==> config.mk <==
export PLATFORM = sky130hd
export DESIGN_NAME = spi_hold_master
export DESIGN_NICKNAME = d
export VERILOG_FILES = /design/src/rtl/spi_hold_pkg.sv /design/src/rtl/spi_hold_regs.sv /design/src/rtl/spi_hold_bitclk.sv /design/src/rtl/spi_hold_engine.sv /design/src/rtl/spi_hold_csdrv.sv /design/src/rtl/spi_hold_master.sv
export SDC_FILE = /design/constraint.sdc
export NUM_CORES = 1
export LEC_CHECK = 0
export CAP_MARGIN = 20
export CORE_UTILIZATION = 65
export CTS_CLUSTER_SIZE = 12
export DETAILED_ROUTE_END_ITERATION = 6
export DONT_BUFFER_PORTS = 1
export PLACE_DENSITY = 0.81
export SYNTH_ARGS = -nofsm -noshare
export SYNTH_HDL_FRONTEND = slang
export SYNTH_SLANG_ARGS = --single-unit
==> constraint.sdc <==
create_clock -name clk_i -period 4.9 [get_ports clk_i]
set_clock_uncertainty 0.15 [all_clocks]
set_input_delay 0.245 -clock clk_i [delete_from_list [all_inputs] [get_ports clk_i]]
set_output_delay 0.245 -clock clk_i [all_outputs]
set_load 0.05 [all_outputs]
==> src/rtl/spi_hold_pkg.sv <==
package spi_hold_pkg;
  localparam int PRE_W = 8;
  localparam int LEN_W = 5;

  localparam logic [2:0] OFS_RUNCTL = 3'd0;
  localparam logic [2:0] OFS_MODE   = 3'd1;
  localparam logic [2:0] OFS_FMT    = 3'd2;
  localparam logic [2:0] OFS_DLY    = 3'd3;
  localparam logic [2:0] OFS_CSIDLE = 3'd4;
  localparam logic [2:0] OFS_TX     = 3'd5;
  localparam logic [2:0] OFS_RX     = 3'd6;

  localparam int TX_CS_LSB   = 16;
  localparam int TX_HOLD_BIT = 28;
  localparam int RX_EMPTY    = 31;
  localparam int RX_FULL     = 29;
  localparam int FMT_PHA     = 16;
  localparam int FMT_POL     = 17;
  localparam int FMT_DIR     = 20;
  localparam int MODE_MST    = 0;
  localparam int MODE_ICLK   = 1;
  localparam int MODE_EN     = 24;

  typedef enum logic [2:0] {
    ST_IDLE, ST_SETUP, ST_SHIFT, ST_TAIL, ST_HELD
  } eng_st_e;

  typedef struct packed {
    logic [LEN_W-1:0] len;
    logic [PRE_W-1:0] presc;
    logic             cpha;
    logic             cpol;
    logic             lsb_first;
  } fmt_t;
endpackage

==> src/rtl/spi_hold_regs.sv <==
module spi_hold_regs
  import spi_hold_pkg::*;
#(
  parameter int NUM_CS   = 4,
  parameter int MAX_CHAR = 16,
  localparam int CSW = (NUM_CS > 1) ? $clog2(NUM_CS) : 1
) (
  input  logic                clk_i,
  input  logic                rst_ni,
  input  logic                we_i,
  input  logic                re_i,
  input  logic [2:0]          addr_i,
  input  logic [31:0]         wdata_i,
  output logic [31:0]         rdata_o,
  output logic                srst_o,
  output logic                run_o,
  output fmt_t                fmt_o,
  output logic [7:0]          c2t_o,
  output logic [7:0]          t2c_o,
  output logic [NUM_CS-1:0]   csdef_o,
  output logic                pend_vld_o,
  output logic [MAX_CHAR-1:0] pend_data_o,
  output logic [CSW-1:0]      pend_cs_o,
  output logic                pend_hold_o,
  input  logic                take_i,
  input  logic                done_i,
  input  logic [MAX_CHAR-1:0] rx_data_i
);
  logic                run_en_q, mst_q, iclk_q, ena_q;
  logic [LEN_W-1:0]    len_raw_q;
  logic [PRE_W-1:0]    presc_q;
  logic                cpha_q, cpol_q, lsb_q;
  logic [7:0]          c2t_q, t2c_q;
  logic [NUM_CS-1:0]   csdef_q;
  logic                pend_vld_q;
  logic [MAX_CHAR-1:0] pend_data_q;
  logic [CSW-1:0]      pend_cs_q;
  logic                pend_hold_q;
  logic [MAX_CHAR-1:0] rx_data_q;
  logic                rx_empty_q;
  logic                srst;
  logic                tx_wr, rx_rd;
  wire                 unused_wdata = ^wdata_i;

  assign srst  = !run_en_q;
  assign tx_wr = we_i && addr_i == OFS_TX && !srst && !pend_vld_q;
  assign rx_rd = re_i && addr_i == OFS_RX;

  always_ff @(posedge clk_i or negedge rst_ni) begin
    if (!rst_ni) begin
      run_en_q  <= 1'b0;
      mst_q     <= 1'b0;
      iclk_q    <= 1'b0;
      ena_q     <= 1'b0;
      len_raw_q <= '0;
      presc_q   <= '0;
      cpha_q    <= 1'b0;
      cpol_q    <= 1'b0;
      lsb_q     <= 1'b0;
      c2t_q     <= '0;
      t2c_q     <= '0;
      csdef_q   <= '1;
    end else if (we_i) begin
      unique case (addr_i)
        OFS_RUNCTL: run_en_q <= wdata_i[0];
        OFS_MODE: begin
          mst_q  <= wdata_i[MODE_MST];
          iclk_q <= wdata_i[MODE_ICLK];
          ena_q  <= wdata_i[MODE_EN];
        end
        OFS_FMT: begin
          len_raw_q <= wdata_i[LEN_W-1:0];
          presc_q   <= wdata_i[8 +: PRE_W];
          cpha_q    <= wdata_i[FMT_PHA];
          cpol_q    <= wdata_i[FMT_POL];
          lsb_q     <= wdata_i[FMT_DIR];
        end
        OFS_DLY: begin
          c2t_q <= wdata_i[31:24];
          t2c_q <= wdata_i[23:16];
        end
        OFS_CSIDLE: csdef_q <= wdata_i[NUM_CS-1:0];
        default: ;
      endcase
    end
  end

  // single-entry holding stage in front of the shifter
  always_ff @(posedge clk_i or negedge rst_ni) begin
    if (!rst_ni) begin
      pend_vld_q  <= 1'b0;
      pend_data_q <= '0;
      pend_cs_q   <= '0;
      pend_hold_q <= 1'b0;
    end else if (srst) begin
      pend_vld_q <= 1'b0;
    end else if (tx_wr) begin
      pend_vld_q  <= 1'b1;
      pend_data_q <= wdata_i[MAX_CHAR-1:0];
      pend_cs_q   <= wdata_i[TX_CS_LSB +: CSW];
      pend_hold_q <= wdata_i[TX_HOLD_BIT];
    end else if (take_i) begin
      pend_vld_q <= 1'b0;
    end
  end

  always_ff @(posedge clk_i or negedge rst_ni) begin
    if (!rst_ni) begin
      rx_data_q  <= '0;
      rx_empty_q <= 1'b1;
    end else if (srst) begin
      rx_data_q  <= '0;
      rx_empty_q <= 1'b1;
    end else if (done_i) begin
      rx_data_q  <= rx_data_i;
      rx_empty_q <= 1'b0;
    end else if (rx_rd) begin
      rx_empty_q <= 1'b1;
    end
  end

  always_comb begin
    rdata_o = '0;
    unique case (addr_i)
      OFS_RUNCTL: rdata_o[0] = run_en_q;
      OFS_MODE: begin
        rdata_o[MODE_MST]  = mst_q;
        rdata_o[MODE_ICLK] = iclk_q;
        rdata_o[MODE_EN]   = ena_q;
      end
      OFS_FMT: begin
        rdata_o[LEN_W-1:0]  = len_raw_q;
        rdata_o[8 +: PRE_W] = presc_q;
        rdata_o[FMT_PHA]    = cpha_q;
        rdata_o[FMT_POL]    = cpol_q;
        rdata_o[FMT_DIR]    = lsb_q;
      end
      OFS_DLY:    rdata_o = {c2t_q, t2c_q, 16'h0};
      OFS_CSIDLE: rdata_o[NUM_CS-1:0] = csdef_q;
      OFS_RX: begin
        rdata_o[MAX_CHAR-1:0] = rx_data_q;
        rdata_o[RX_EMPTY]     = rx_empty_q;
        rdata_o[RX_FULL]      = pend_vld_q;
      end
      default: ;
    endcase
  end

  assign srst_o          = srst;
  assign run_o           = run_en_q && mst_q && ena_q;
  assign fmt_o.len       = (len_raw_q == '0 || int'(len_raw_q) > MAX_CHAR)
                           ? LEN_W'(MAX_CHAR) : len_raw_q;
  assign fmt_o.presc     = presc_q;
  assign fmt_o.cpha      = cpha_q;
  assign fmt_o.cpol      = cpol_q;
  assign fmt_o.lsb_first = lsb_q;
  assign c2t_o           = c2t_q;
  assign t2c_o           = t2c_q;
  assign csdef_o         = csdef_q;
  assign pend_vld_o      = pend_vld_q;
  assign pend_data_o     = pend_data_q;
  assign pend_cs_o       = pend_cs_q;
  assign pend_hold_o     = pend_hold_q;


  txfull_keep_chk: assert property (@(posedge clk_i) disable iff (!rst_ni)
    (pend_vld_q && !take_i && !srst) |=> (pend_vld_q && $stable(pend_data_q) && $stable(pend_cs_q)));

  rx_post_chk: assert property (@(posedge clk_i) disable iff (!rst_ni)
    (done_i && !srst) |=> !rx_empty_q);
endmodule

==> src/rtl/spi_hold_bitclk.sv <==
module spi_hold_bitclk
  import spi_hold_pkg::*;
(
  input  logic             clk_i,
  input  logic             rst_ni,
  input  logic             run_i,
  input  logic [PRE_W-1:0] ntop_i,
  output logic             mid_o,
  output logic             last_o,
  output logic             first_half_o,
  output logic [PRE_W-1:0] pcnt_o
);
  logic [PRE_W-1:0] pcnt_q;
  logic [PRE_W:0]   h1;

  assign h1 = ({1'b0, ntop_i} + (PRE_W+1)'(2)) >> 1;

  always_ff @(posedge clk_i or negedge rst_ni) begin
    if (!rst_ni)                pcnt_q <= '0;
    else if (!run_i)            pcnt_q <= '0;
    else if (pcnt_q == ntop_i)  pcnt_q <= '0;
    else                        pcnt_q <= pcnt_q + 1'b1;
  end

  assign first_half_o = {1'b0, pcnt_q} < h1;
  assign mid_o        = run_i && ({1'b0, pcnt_q} == h1 - 1'b1);
  assign last_o       = run_i && (pcnt_q == ntop_i);
  assign pcnt_o       = pcnt_q;
endmodule

==> src/rtl/spi_hold_engine.sv <==
module spi_hold_engine
  import spi_hold_pkg::*;
#(
  parameter int NUM_CS   = 4,
  parameter int MAX_CHAR = 16,
  localparam int CSW = (NUM_CS > 1) ? $clog2(NUM_CS) : 1
) (
  input  logic                clk_i,
  input  logic                rst_ni,
  input  logic                srst_i,
  input  logic                run_i,
  input  fmt_t                fmt_i,
  input  logic [7:0]          c2t_i,
  input  logic [7:0]          t2c_i,
  input  logic                pend_vld_i,
  input  logic [MAX_CHAR-1:0] pend_data_i,
  input  logic [CSW-1:0]      pend_cs_i,
  input  logic                pend_hold_i,
  input  logic                miso_i,
  output logic                take_o,
  output logic                done_o,
  output logic [MAX_CHAR-1:0] rx_data_o,
  output logic                sclk_o,
  output logic                mosi_o,
  output logic                cs_act_o,
  output logic [CSW-1:0]      cs_sel_o
);
  eng_st_e             state_q;
  logic [7:0]          dcnt_q;
  logic [LEN_W-1:0]    bidx_q, len_q, pos;
  logic [MAX_CHAR-1:0] tx_q, rx_q, tx_sh;
  logic [CSW-1:0]      cs_sel_q;
  logic                hold_q, lsb_q, cpha_q;
  logic [PRE_W-1:0]    ntop_q, pcnt;
  logic                mid, last, first_half, bit_last, in_shift;

  assign in_shift = state_q == ST_SHIFT;

  spi_hold_bitclk u_bitclk (
    .clk_i        (clk_i),
    .rst_ni       (rst_ni),
    .run_i        (in_shift),
    .ntop_i       (ntop_q),
    .mid_o        (mid),
    .last_o       (last),
    .first_half_o (first_half),
    .pcnt_o       (pcnt)
  );

  assign bit_last = bidx_q == len_q - 1'b1;
  assign pos      = lsb_q ? bidx_q : (len_q - 1'b1 - bidx_q);
  assign tx_sh    = tx_q >> pos;

  always_comb begin
    take_o = 1'b0;
    if (run_i && pend_vld_i && !srst_i) begin
      unique case (state_q)
        ST_IDLE, ST_HELD: take_o = 1'b1;
        ST_SHIFT:         take_o = last && bit_last && hold_q;
        default:          take_o = 1'b0;
      endcase
    end
  end

  assign done_o = last && bit_last;

  always_ff @(posedge clk_i or negedge rst_ni) begin
    if (!rst_ni) begin
      state_q  <= ST_IDLE;
      dcnt_q   <= '0;
      bidx_q   <= '0;
      len_q    <= LEN_W'(MAX_CHAR);
      tx_q     <= '0;
      rx_q     <= '0;
      cs_sel_q <= '0;
      hold_q   <= 1'b0;
      lsb_q    <= 1'b0;
      cpha_q   <= 1'b0;
      ntop_q   <= PRE_W'(1);
    end else if (srst_i) begin
      state_q <= ST_IDLE;
      dcnt_q  <= '0;
      bidx_q  <= '0;
    end else begin
      if (take_o) begin
        tx_q     <= pend_data_i;
        rx_q     <= '0;
        cs_sel_q <= pend_cs_i;
        hold_q   <= pend_hold_i;
        len_q    <= fmt_i.len;
        lsb_q    <= fmt_i.lsb_first;
        cpha_q   <= fmt_i.cpha;
        ntop_q   <= (fmt_i.presc == '0) ? PRE_W'(1) : fmt_i.presc;
        bidx_q   <= '0;
      end else if (mid) begin
        rx_q <= rx_q | ({{(MAX_CHAR-1){1'b0}}, miso_i} << pos);
      end
      unique case (state_q)
        ST_IDLE: if (take_o) begin
          state_q <= (c2t_i == '0) ? ST_SHIFT : ST_SETUP;
          dcnt_q  <= c2t_i - 1'b1;
        end
        ST_SETUP: begin
          if (dcnt_q == '0) state_q <= ST_SHIFT;
          else              dcnt_q  <= dcnt_q - 1'b1;
        end
        ST_SHIFT: if (last) begin
          if (!bit_last)    bidx_q  <= bidx_q + 1'b1;
          else if (take_o)  state_q <= ST_SHIFT;
          else if (hold_q)  state_q <= ST_HELD;
          else if (t2c_i == '0) state_q <= ST_IDLE;
          else begin
            state_q <= ST_TAIL;
            dcnt_q  <= t2c_i - 1'b1;
          end
        end
        ST_TAIL: begin
          if (dcnt_q == '0) state_q <= ST_IDLE;
          else              dcnt_q  <= dcnt_q - 1'b1;
        end
        ST_HELD: if (take_o) state_q <= ST_SHIFT;
        default: state_q <= ST_IDLE;
      endcase
    end
  end

  assign rx_data_o = rx_q;
  assign sclk_o    = fmt_i.cpol ^ (in_shift && (cpha_q ? first_half : !first_half));
  assign mosi_o    = in_shift && tx_sh[0];
  assign cs_act_o  = state_q != ST_IDLE;
  assign cs_sel_o  = cs_sel_q;


  mosi_hold_chk: assert property (@(posedge clk_i) disable iff (!rst_ni)
    (in_shift && $past(in_shift) && pcnt != '0) |-> $stable(mosi_o));

  bidx_step_chk: assert property (@(posedge clk_i) disable iff (!rst_ni)
    (in_shift && $past(in_shift) && pcnt != '0) |-> $stable(bidx_q));
endmodule

==> src/rtl/spi_hold_csdrv.sv <==
module spi_hold_csdrv #(
  parameter int NUM_CS = 4,
  localparam int CSW = (NUM_CS > 1) ? $clog2(NUM_CS) : 1
) (
  input  logic              act_i,
  input  logic [CSW-1:0]    sel_i,
  input  logic [NUM_CS-1:0] csdef_i,
  output logic [NUM_CS-1:0] cs_n_o
);
  for (genvar i = 0; i < NUM_CS; i++) begin : g_line
    assign cs_n_o[i] = (act_i && sel_i == CSW'(i)) ? 1'b0 : csdef_i[i];
  end
endmodule

==> src/rtl/spi_hold_master.sv <==
module spi_hold_master
  import spi_hold_pkg::*;
#(
  parameter int NUM_CS   = 4,
  parameter int MAX_CHAR = 16,
  localparam int CSW = (NUM_CS > 1) ? $clog2(NUM_CS) : 1
) (
  input  logic              clk_i,
  input  logic              rst_ni,
  input  logic              reg_we_i,
  input  logic              reg_re_i,
  input  logic [2:0]        reg_addr_i,
  input  logic [31:0]       reg_wdata_i,
  output logic [31:0]       reg_rdata_o,
  output logic              sclk_o,
  output logic              mosi_o,
  input  logic              miso_i,
  output logic [NUM_CS-1:0] cs_n_o
);
  logic                srst, run, pend_vld, pend_hold, take, done, cs_act;
  fmt_t                fmt;
  logic [7:0]          c2t, t2c;
  logic [NUM_CS-1:0]   csdef;
  logic [MAX_CHAR-1:0] pend_data, rx_data;
  logic [CSW-1:0]      pend_cs, cs_sel;

  spi_hold_regs #(.NUM_CS(NUM_CS), .MAX_CHAR(MAX_CHAR)) u_regs (
    .clk_i       (clk_i),
    .rst_ni      (rst_ni),
    .we_i        (reg_we_i),
    .re_i        (reg_re_i),
    .addr_i      (reg_addr_i),
    .wdata_i     (reg_wdata_i),
    .rdata_o     (reg_rdata_o),
    .srst_o      (srst),
    .run_o       (run),
    .fmt_o       (fmt),
    .c2t_o       (c2t),
    .t2c_o       (t2c),
    .csdef_o     (csdef),
    .pend_vld_o  (pend_vld),
    .pend_data_o (pend_data),
    .pend_cs_o   (pend_cs),
    .pend_hold_o (pend_hold),
    .take_i      (take),
    .done_i      (done),
    .rx_data_i   (rx_data)
  );

  spi_hold_engine #(.NUM_CS(NUM_CS), .MAX_CHAR(MAX_CHAR)) u_engine (
    .clk_i       (clk_i),
    .rst_ni      (rst_ni),
    .srst_i      (srst),
    .run_i       (run),
    .fmt_i       (fmt),
    .c2t_i       (c2t),
    .t2c_i       (t2c),
    .pend_vld_i  (pend_vld),
    .pend_data_i (pend_data),
    .pend_cs_i   (pend_cs),
    .pend_hold_i (pend_hold),
    .miso_i      (miso_i),
    .take_o      (take),
    .done_o      (done),
    .rx_data_o   (rx_data),
    .sclk_o      (sclk_o),
    .mosi_o      (mosi_o),
    .cs_act_o    (cs_act),
    .cs_sel_o    (cs_sel)
  );

  spi_hold_csdrv #(.NUM_CS(NUM_CS)) u_csdrv (
    .act_i   (cs_act),
    .sel_i   (cs_sel),
    .csdef_i (csdef),
    .cs_n_o  (cs_n_o)
  );


  one_cs_chk: assert property (@(posedge clk_i) disable iff (!rst_ni)
    $countones(~cs_n_o & csdef) <= 1);
endmodule

==> impl_metrics.tcl, run 1 <==
set metrics [dict create \
    status "complete, no violations" \
    critical_path_peak_fanout 9 \
    nFillCells 813 \
    max_stage_delay_ns 0.83 \
    synthCells 850 \
    start_kind "flop" \
    worst-path-stages 10 \
    hp-class "input pin to flop" \
    p_leak_uw 0.00406 \
    period_share_pct 79.4 \
    placed_cell_area_sq_mm 0.00827 \
    gp_congestion 0.900 \
    post_cts_buffers 0 \
    final-max-slew-violation-count 0 \
    grt_pass1_vias 6798 \
    cts_buffers 17 \
    tightest_slew_ns 1.11 \
    worst-setup-path-type "flop to output pin" \
    drt-total-wl_um 21200 \
    synth_cell_types 69 \
    cp_slowest_cell "o31ai_1" \
    vias_per_cell 6.42 \
    htree_num_levels 4 \
    register_area_sq_mm 0.00379 \
    grt_overflow 0 \
    io_buffers 0 \
    clk_latency_ns 0.43 \
    cts_root_buffer "clkbuf_16" \
    clk_path_buf_depth 2 \
    synth_ff_type "dfrtp_1" \
    max-slew-margin-rel_pct 27.3 \
    rr_endpoint "u_engine.bidx_q[1]$_DFF_PN0_" \
    grt_max_degree 152 \
    reg2reg_slack_ns 1.44 \
    multiInputGateArea_sq_mm 0.00419 \
    hold_depth 3 \
    tns_ns 0 \
    ys_ff_latch 151 \
    path_buf_inv 2 \
    vias 6706 \
    hpwl_um 13200 \
    die_width_um 115 \
    cp_cell_sequence "inv_1, ha_1, inv_1, ha_1, nor2b_1, o21ai_0, a21boi_0, o31ai_1, nand3_1, and3_1" \
    async_flop_share_pct 100 \
    end_kind "output pin" \
    post-route-util_pct 76.0 \
    holdBufCountCts 39 \
    antenna_found_initial 1 \
    syn_area_sq_mm 0.00827 \
    cts_resized 0 \
    track_usage_pct 34.7 \
    grt_first_pass_wirelength_um 34400 \
    syn_nets 909 \
    cts_tree "yes" \
    synth-seq-area-share_pct 45.8 \
    max_freq_mhz 257 \
    min_period_ns 3.89 \
    peakVddDrop_mv 0.349 \
    pre_cts_slack_ns 1.55 \
    yosysTopAreaCellShare_pct 43.6 \
    die_y_um 115 \
    synth_commonest_cells "170 x nand2_1, 144 x dfrtp_1, 60 x mux2_2, 48 x nor2_1, 36 x a21oi_1" \
    rsz0062_at_grt "no" \
    drc_errors 0 \
    holdCritStartpoint "reg_addr_i[0]" \
    cts.clk_slew.worst_paths_ns 0.07 \
    synth_largest_area_cell "dfrtp_1" \
    setup_slack_ns 1.01 \
    worstPathArrival_ns 3.49 \
    synth_area_leaders "dfrtp_1 44%, mux2_2 8.2%, nand2_1 7.7%, xnor2_1 3.0%, ha_1 2.7%" \
    critical-path-top-delay-family "compound AO/OA/AOI/OAI gates" \
    finalSetupViolations 0 \
    hold_viol_final 0 \
    postLayoutCellArea_sq_mm 0.00929 \
    postRouteAntennaNets 0 \
    core_area_sq_mm 0.0122 \
    start_util_pct 67.7 \
    nNetsFinal 922 \
    synth_most_common_cell "nand2_1" \
    rows 40 \
    synth.yosys.warnings 0 \
    fp.dieArea_sq_mm 0.0132 \
    clock_sinks 151 \
    synth_area_per_cell_sq_um 9.73 \
    area_growth_pct 12.3 \
    drt_iter0_drc 687 \
    wl_per_cell_um 20.3 \
    hold_end "u_regs.rx_empty_q$_DFFE_PN1P_" \
    synth_edf_count 0 \
    r2r-start "u_engine.len_q[0]$_DFFE_PN0P_" \
    num_io_pins 78 \
    drive_above_1_share_pct 14.0 \
    cp.required_ns 4.51 \
    reg2regPathDepth 12 \
    first_pass_iters 5 \
    max_cap_viol_count 0 \
    p_per_area_mw_per_mm2 484 \
]
logic make-up after synthesis:
group / count (synthesis) / synth area share (%)
XOR/XNOR: 42 / 4.79
adder cells (fa/ha/maj): 19 / 2.96
AO/OA/AOI/OAI: 138 / 10.9
buffers and inverters: 66 / 3.72
AND/OR/NAND/NOR: 352 / 20.4
multiplexers: 82 / 11.4
flip-flops: 151 / 45.8
flip-flops by register name (all words and copies together), names as in the netlist, 3 cells and up:
signal                    flops
u_regs.pend_data_o           16
u_regs.t2c_o                  8
u_engine.rx_data_o           16
u_engine.bidx_q               5
u_regs.rx_data_q             16
u_engine.tx_q                16
u_regs.csdef_o                4
u_regs.presc_q                8
u_regs.len_raw_q              5
u_engine.ntop_q               8
u_regs.c2t_o                  8
u_engine.u_bitclk.pcnt_o      8
u_engine.len_q                5
u_engine.dcnt_q               8
u_engine.state_q              3
cell type report:
type	instances	area share, %
Multi-Input combinational cell	633	45.1
Sequential cell	151	40.8
Antenna cell	1	0.0269
Inverter	16	0.647
Clock buffer	22	5.11
Clock inverter	10	1.19
Timing Repair Buffer	44	4.88
Tap cell	168	2.26
layout by cell type, fill, tap and decap left out, types with 4 or more instances in the layout:
| cell type | Yosys | final |
|---|---|---|
| nor4_1 | 7 | 7 |
| nor3_1 | 11 | 11 |
| inv_1 | 15 | 15 |
| buf_4 | 8 | 4 |
| o2bb2ai_1 | 4 | 4 |
| nor2b_1 | 13 | 13 |
| mux4_2 | 4 | 4 |
| o21ai_1 | 15 | 15 |
| mux2i_1 | 18 | 18 |
| and3_1 | 26 | 26 |
| o31a_1 | 5 | 5 |
| nand2_1 | 170 | 170 |
| dfstp_2 | 7 | 7 |
| nand3_1 | 26 | 26 |
| dlygate4sd3_1 | 0 | 38 |
| clkbuf_16 | 0 | 17 |
| nand3b_1 | 4 | 4 |
| xnor2_1 | 28 | 28 |
| a21oi_1 | 36 | 36 |
| nor2_1 | 48 | 47 |
| nand2b_1 | 13 | 13 |
| xor2_1 | 11 | 11 |
| o21ai_0 | 21 | 21 |
| o31ai_1 | 8 | 8 |
| nand4_1 | 14 | 14 |
| ha_1 | 18 | 18 |
| dfrtp_1 | 144 | 144 |
| a22oi_1 | 13 | 13 |
| a21o_1 | 4 | 4 |
| mux2_2 | 60 | 60 |
worst min-delay path: stages:
cell and delay, ns:
nor2b_1 0.08, a31oi_1 0.18, o21ai_0 0.09
per-layer routing:
layer  GRT usage (%)  up-vias  share of wire, %
met4            17.1        0               3.3
met2            57.7      315                51
li1                -     3006                 -
met5               0        -                 0
met1            42.7     3318                40
met3            8.80       67               6.4
worst max-delay path by stage:
| stage | end | from |
|---|---|---|
| 2_1_floorplan | mosi_o | u_engine.len_q[0]$_DFFE_PN0P_ |
| 3_3_place_gp | u_engine.rx_data_o[5]$_DFFE_PN0P_ | u_engine.len_q[0]$_DFFE_PN0P_ |
| 4_1_cts | mosi_o | u_engine.len_q[0]$_DFFE_PN0P_ |
| 3_5_place_dp | mosi_o | u_engine.len_q[0]$_DFFE_PN0P_ |
| 5_1_grt | mosi_o | u_engine.len_q[0]$_DFFE_PN0P_ |
| 6_report | mosi_o | u_engine.len_q[0]$_DFFE_PN0P_ |
power by group:
group	switching [uW]	internal, uW	leakage [uW]
logic	820	560	0.00188
registers	302	1520	0.00190
clock network	547	752	0.000278
stage by stage:
step                      power, uW  cells  hold WS (ns)
after floorplan                2850    850        -0.201
after global placement         3040    971        -0.197
after detailed placement       3110    971        -0.197
after CTS                      4470   1042       0.00986
after global routing           4730   1045        0.0277
final                          4500   1045        0.0227
Power figures use the tool's default switching activity.
==> run 2, diff against run 1 <==
--- a/config.mk
+++ b/config.mk
@@ -6,11 +6,11 @@
 export NUM_CORES = 1
 export LEC_CHECK = 0
 export CAP_MARGIN = 20
-export CORE_UTILIZATION = 65
+export CORE_UTILIZATION = 58
 export CTS_CLUSTER_SIZE = 12
 export DETAILED_ROUTE_END_ITERATION = 6
 export DONT_BUFFER_PORTS = 1
-export PLACE_DENSITY = 0.81
+export PLACE_DENSITY = 0.76
 export SYNTH_ARGS = -nofsm -noshare
 export SYNTH_HDL_FRONTEND = slang
 export SYNTH_SLANG_ARGS = --single-unit
==> constraint.sdc (replaced) <==
create_clock -name clk_i -period 3.2 [get_ports clk_i]
set_clock_uncertainty 0.15 [all_clocks]
set_input_delay 0.16 -clock clk_i [delete_from_list [all_inputs] [get_ports clk_i]]
set_output_delay 0.16 -clock clk_i [all_outputs]
set_load 0.05 [all_outputs]
==> impl_metrics.tcl, run 2 (same netlist as run 1, synthesis figures left out) <==
set metrics [dict create \
    status "finished with violations" \
    violations "negative hold slack" \
    dp.cells 1004 \
    hpwl_um 13900 \
    end_kind "output pin" \
    io_buffers 0 \
    tns_ns 0 \
    nFillCells 1005 \
    r2r-start "u_engine.len_q[2]$_DFFE_PN0P_" \
    rows 43 \
    multiInputGateArea_sq_mm 0.00430 \
    grt_max_degree 152 \
    htree_num_levels 4 \
    rsz0062_at_grt "yes" \
    fp.dieArea_sq_mm 0.0147 \
    placed_cell_area_sq_mm 0.00847 \
    pre_cts_slack_ns 0.166 \
    die_width_um 121 \
    max_cap_viol_count 0 \
    vias 6684 \
    p_leak_uw 0.00420 \
    core_area_sq_mm 0.0139 \
    stdcell_count 1085 \
    period_share_pct 99.9 \
    wl_per_cell_um 19.4 \
    postRouteAntennaNets 0 \
    cts_tree "yes" \
    nNetsFinal 951 \
    track_usage_pct 30.3 \
    start_kind "flop" \
    drc_errors 0 \
    gp_congestion 0.906 \
    critical_path_peak_fanout 4 \
    antenna_found_initial 0 \
    hold_viol_final 151 \
    drive_above_1_share_pct 18.8 \
    cp.required_ns 2.89 \
    postLayoutCellArea_sq_mm 0.00963 \
    num_antenna_cells 0 \
    setup_slack_ns 0.00341 \
    tightest_slew_ns 0.960 \
    clk_path_buf_depth 2 \
    vias_per_cell 6.16 \
    holdBufCountCts 42 \
    num_io_pins 78 \
    clock_sinks 151 \
    layout_common_cells "170 x nand2_1, 140 x dfrtp_1, 60 x mux2_2" \
    finalSetupViolations 0 \
    register_area_sq_mm 0.00379 \
    holdWs_ns -0.728 \
    start_util_pct 59.6 \
    hp-class "input pin to async pin" \
    cts_buffers 17 \
    cp-startpoint "u_engine.len_q[0]$_DFFE_PN0P_" \
    final-max-slew-violation-count 0 \
    drt_iter0_drc 541 \
    worstPathArrival_ns 2.89 \
    max-slew-margin-rel_pct 35.7 \
    cts_root_buffer "clkbuf_16" \
    area_growth_pct 16.4 \
    cts.clk_slew.worst_paths_ns 0.06 \
    p_per_area_mw_per_mm2 729 \
    worst-setup-path-type "flop to output pin" \
    grt_pass1_vias 6698 \
    drt-total-wl_um 21000 \
    min_period_ns 3.20 \
    max_freq_mhz 313 \
    grt_first_pass_wirelength_um 34000 \
    first_pass_iters 5 \
    die_y_um 121 \
    final_common_cell "nand2_1" \
    grt_overflow 0 \
    clk_latency_ns 0.43 \
    peakVddDrop_mv 0.528 \
]
[run 2: timing repair]
action                     4_1_cts  5_1_grt
hold endpoints to repair       212      151
gates resized for setup         10       21
cloned                           0        0
setup endpoints to repair        2        5
setup buffers                    3        4
pin swaps                        3        3
[run 2: area by class of cell]
class	instances	area share, %
multi-input cells	633	44.6
clock inverters	13	1.23
repair buffers	73	7.08
flip-flops and latches	151	39.4
well taps	180	2.34
clock buffers	19	4.70
inverters	16	0.624
[run 2: layer usage]
metal	share of wire, %	global-route usage (%)	wire length [um]	up-vias
li1	-	-	-	3059
met1	42	38.9	8850	3328
met2	50	49.8	10500	244
met3	5.1	5.78	1080	53
met4	2.9	13.4	603	0
met5	0	0	0	-
[run 2: path summary, 6_finish.rpt]
check,to,slack (ns),cells past startpoint
worst max-delay path,mosi_o,0.003,11
worst min register to register,u_engine.tx_q[4]$_DFFE_PN0P_,0.32,2
max in group asynchronous,u_regs.csdef_o[3]$_DFFE_PN1P_,3.42,0
worst min-delay path,u_engine.rx_data_o[8]$_DFFE_PN0P_,-0.73,0
worst max register to register,u_engine.dcnt_q[1]$_DFFE_PN0P_,0.21,9
min in group clk_i,u_regs.pend_hold_o$_DFFE_PN0P_,0.02,3
[run 2: report_power, final]
group	leakage, uW	switching [uW]	internal, uW
combinational	0.00203	1340	1020
sequential	0.00189	396	2330
clock	0.000273	816	1120
[run 2: stage by stage]
| step | power, uW | utilization, % |
|---|---|---|
| after floorplan | 4360 | - |
| after global placement | 4770 | 61.0 |
| after detailed placement | 4850 | 61.0 |
| after CTS | 6900 | 68.6 |
| after global routing | 7360 | 69.4 |
| final | 7020 | 69.4 |
[run 2: worst max-delay path, stage by stage (launching register included)]
cell and delay [ns]:
dfrtp_1 0.39, inv_1 0.10, ha_4 0.17, xor2_1 0.16, ha_1 0.32, nor2b_1 0.16
nor3_1 0.44, a21o_1 0.22, nand2_1 0.07, nand3_1 0.08, and3_4 0.19, buf_6 0.15
==> run 3, diff against run 2 <==
--- a/config.mk
+++ b/config.mk
@@ -7,6 +7,7 @@
 export LEC_CHECK = 0
 export CAP_MARGIN = 20
 export CORE_UTILIZATION = 58
+export CTS_BUF_LIST = sky130_fd_sc_hd__clkbuf_16
 export CTS_CLUSTER_SIZE = 12
 export DETAILED_ROUTE_END_ITERATION = 6
 export DONT_BUFFER_PORTS = 1
==> impl_metrics.tcl, run 3 (same netlist as run 1, synthesis figures left out) <==
set metrics [dict create \
    wl_per_cell_um 19.4 \
    fp.dieArea_sq_mm 0.0147 \
    holdBufCountCts 42 \
    worstPathArrival_ns 2.88 \
    vias 6677 \
    reg2reg_slack_ns 0.22 \
    drt-total-wl_um 21000 \
    final-max-slew-violation-count 0 \
    tightest_slew_ns 0.956 \
    grt_pass1_vias 6705 \
    p_per_area_mw_per_mm2 725 \
    drive_above_1_share_pct 18.6 \
    p_leak_uw 0.00419 \
    grt.busiest_layer "met2" \
    htree_num_levels 4 \
    postRouteAntennaNets 0 \
    first_pass_iters 5 \
    io_buffers 0 \
    hp-class "input pin to async pin" \
    area_growth_pct 16.1 \
    num_antenna_cells 0 \
    grt_overflow 0 \
    reg2regPathDepth 9 \
    cts_buffers 17 \
    cp_slowest_cell "nor3_1" \
    end_kind "output pin" \
    final_common_cell "nand2_1" \
    period_share_pct 99.8 \
    clk_path_buf_depth 2 \
    max-slew-margin-rel_pct 36.0 \
    gp_congestion 0.906 \
    peakVddDrop_mv 0.525 \
    grt_use_met2_pct 50.0 \
    nNetsFinal 951 \
    track_usage_pct 30.4 \
    use_met3_pct 5.78 \
    cp.required_ns 2.89 \
    nFillCells 1011 \
    worst-setup-path-type "flop to output pin" \
    stdcell_count 1085 \
    core_area_sq_mm 0.0139 \
    finalSetupViolations 0 \
    grt_first_pass_wirelength_um 34000 \
    placed_cell_area_sq_mm 0.00847 \
    max_freq_mhz 313 \
    hold_viol_final 151 \
    min_period_ns 3.19 \
    antenna_found_initial 0 \
    dp.cells 1004 \
    violations "negative hold slack" \
    layout_common_cells "170 x nand2_1, 140 x dfrtp_1, 60 x mux2_2" \
    grt_max_degree 152 \
    critical_path_peak_fanout 4 \
    start_util_pct 59.6 \
    max_cap_viol_count 0 \
    rsz0062_at_grt "yes" \
    die_y_um 121 \
    postLayoutCellArea_sq_mm 0.00961 \
    vias_per_cell 6.15 \
    status "finished with violations" \
    clock_sinks 151 \
    max_stage_delay_ns 0.43 \
    grtUsageMet1_pct 38.9 \
    cp_cell_sequence "inv_1, ha_4, xor2_1, ha_1, nor2b_1, nor3_1, a21o_1, nand2_1, nand3_1, and3_4, buf_6" \
    holdWs_ns -0.728 \
    cts_tree "yes" \
    drt_iter0_drc 603 \
    cts.clk_slew.worst_paths_ns 0.06 \
    clk_latency_ns 0.43 \
    drc_errors 0 \
    rows 43 \
    post-route-util_pct 69.2 \
    die_width_um 121 \
    hpwl_um 13900 \
    start_kind "flop" \
    num_io_pins 78 \
    cts_root_buffer "clkbuf_16" \
]
[run 3: changes by cell type in the layout (fill, tap and decap cells not counted), sizes merged]
cell    delta
clkinv     +2
clkbuf     -2
[run 3: worst paths after layout]
path,from,to
max reg2reg,u_engine.len_q[2]$_DFFE_PN0P_,u_engine.dcnt_q[1]$_DFFE_PN0P_
min,rst_ni,u_engine.dcnt_q[4]$_DFFE_PN0P_
max in group asynchronous,rst_ni,u_regs.rx_empty_q$_DFFE_PN1P_
max,u_engine.len_q[0]$_DFFE_PN0P_,mosi_o
min in group clk_i,reg_we_i,u_regs.pend_hold_o$_DFFE_PN0P_
min reg2reg,u_regs.pend_data_o[11]$_DFFE_PN0P_,u_engine.tx_q[11]$_DFFE_PN0P_
[run 3: power by group]
group          total [uW]  switching (uW)  internal, uW
clock network        1880             814          1070
logic                2360            1340          1020
registers            2720             395          2330
[run 3: through the flow]
stage                     power [uW]  setup TNS (ns)  hold WS [ns]  setup slack (ns)
after floorplan                 4360               0        -0.286             0.346
after global placement          4770               0        -0.281             0.290
after detailed placement        4850               0        -0.280             0.166
after CTS                       6840               0        -0.732           0.00689
after global routing            7310         -0.0729        -0.738           -0.0725
final                           6970               0        -0.728           0.00608
[run 3: layout make-up]
cell class / instances / area (sq um) / area share (%)
repair buffers: 73 / 682 / 7.10
flip-flops and latches: 151 / 3790 / 39.5
clock inverters: 15 / 126 / 1.32
inverters: 16 / 60.1 / 0.625
well taps: 180 / 225 / 2.34
multi-input cells: 633 / 4300 / 44.7
clock buffers: 17 / 425 / 4.43
[run 3: timing repair]
action,CTS,global route
gates resized for setup,10,21
endpoints found under the hold margin,212,151
cloned,0,0
buffers inserted,3,4
pin swaps,3,3
setup endpoints to repair,2,5
[run 3: metal layers]
metal  vias to the layer above  share of wire (%)  wire length, um
li1                       3060                  -                -
met1                      3324                 42             8870
met2                       239                 50            10500
met3                        54                5.1             1080
met4                         0                3.0              629
met5                         -                  0                0
[run 3: worst max-delay path: cells and delay by family (launching register included)]
family,cells,cell delay (ns)
flops,1,0.39
simple gates,5,0.93
compound gates,1,0.22
xor+xnor,1,0.16
fa+ha+maj,2,0.49
buf+inv,2,0.25
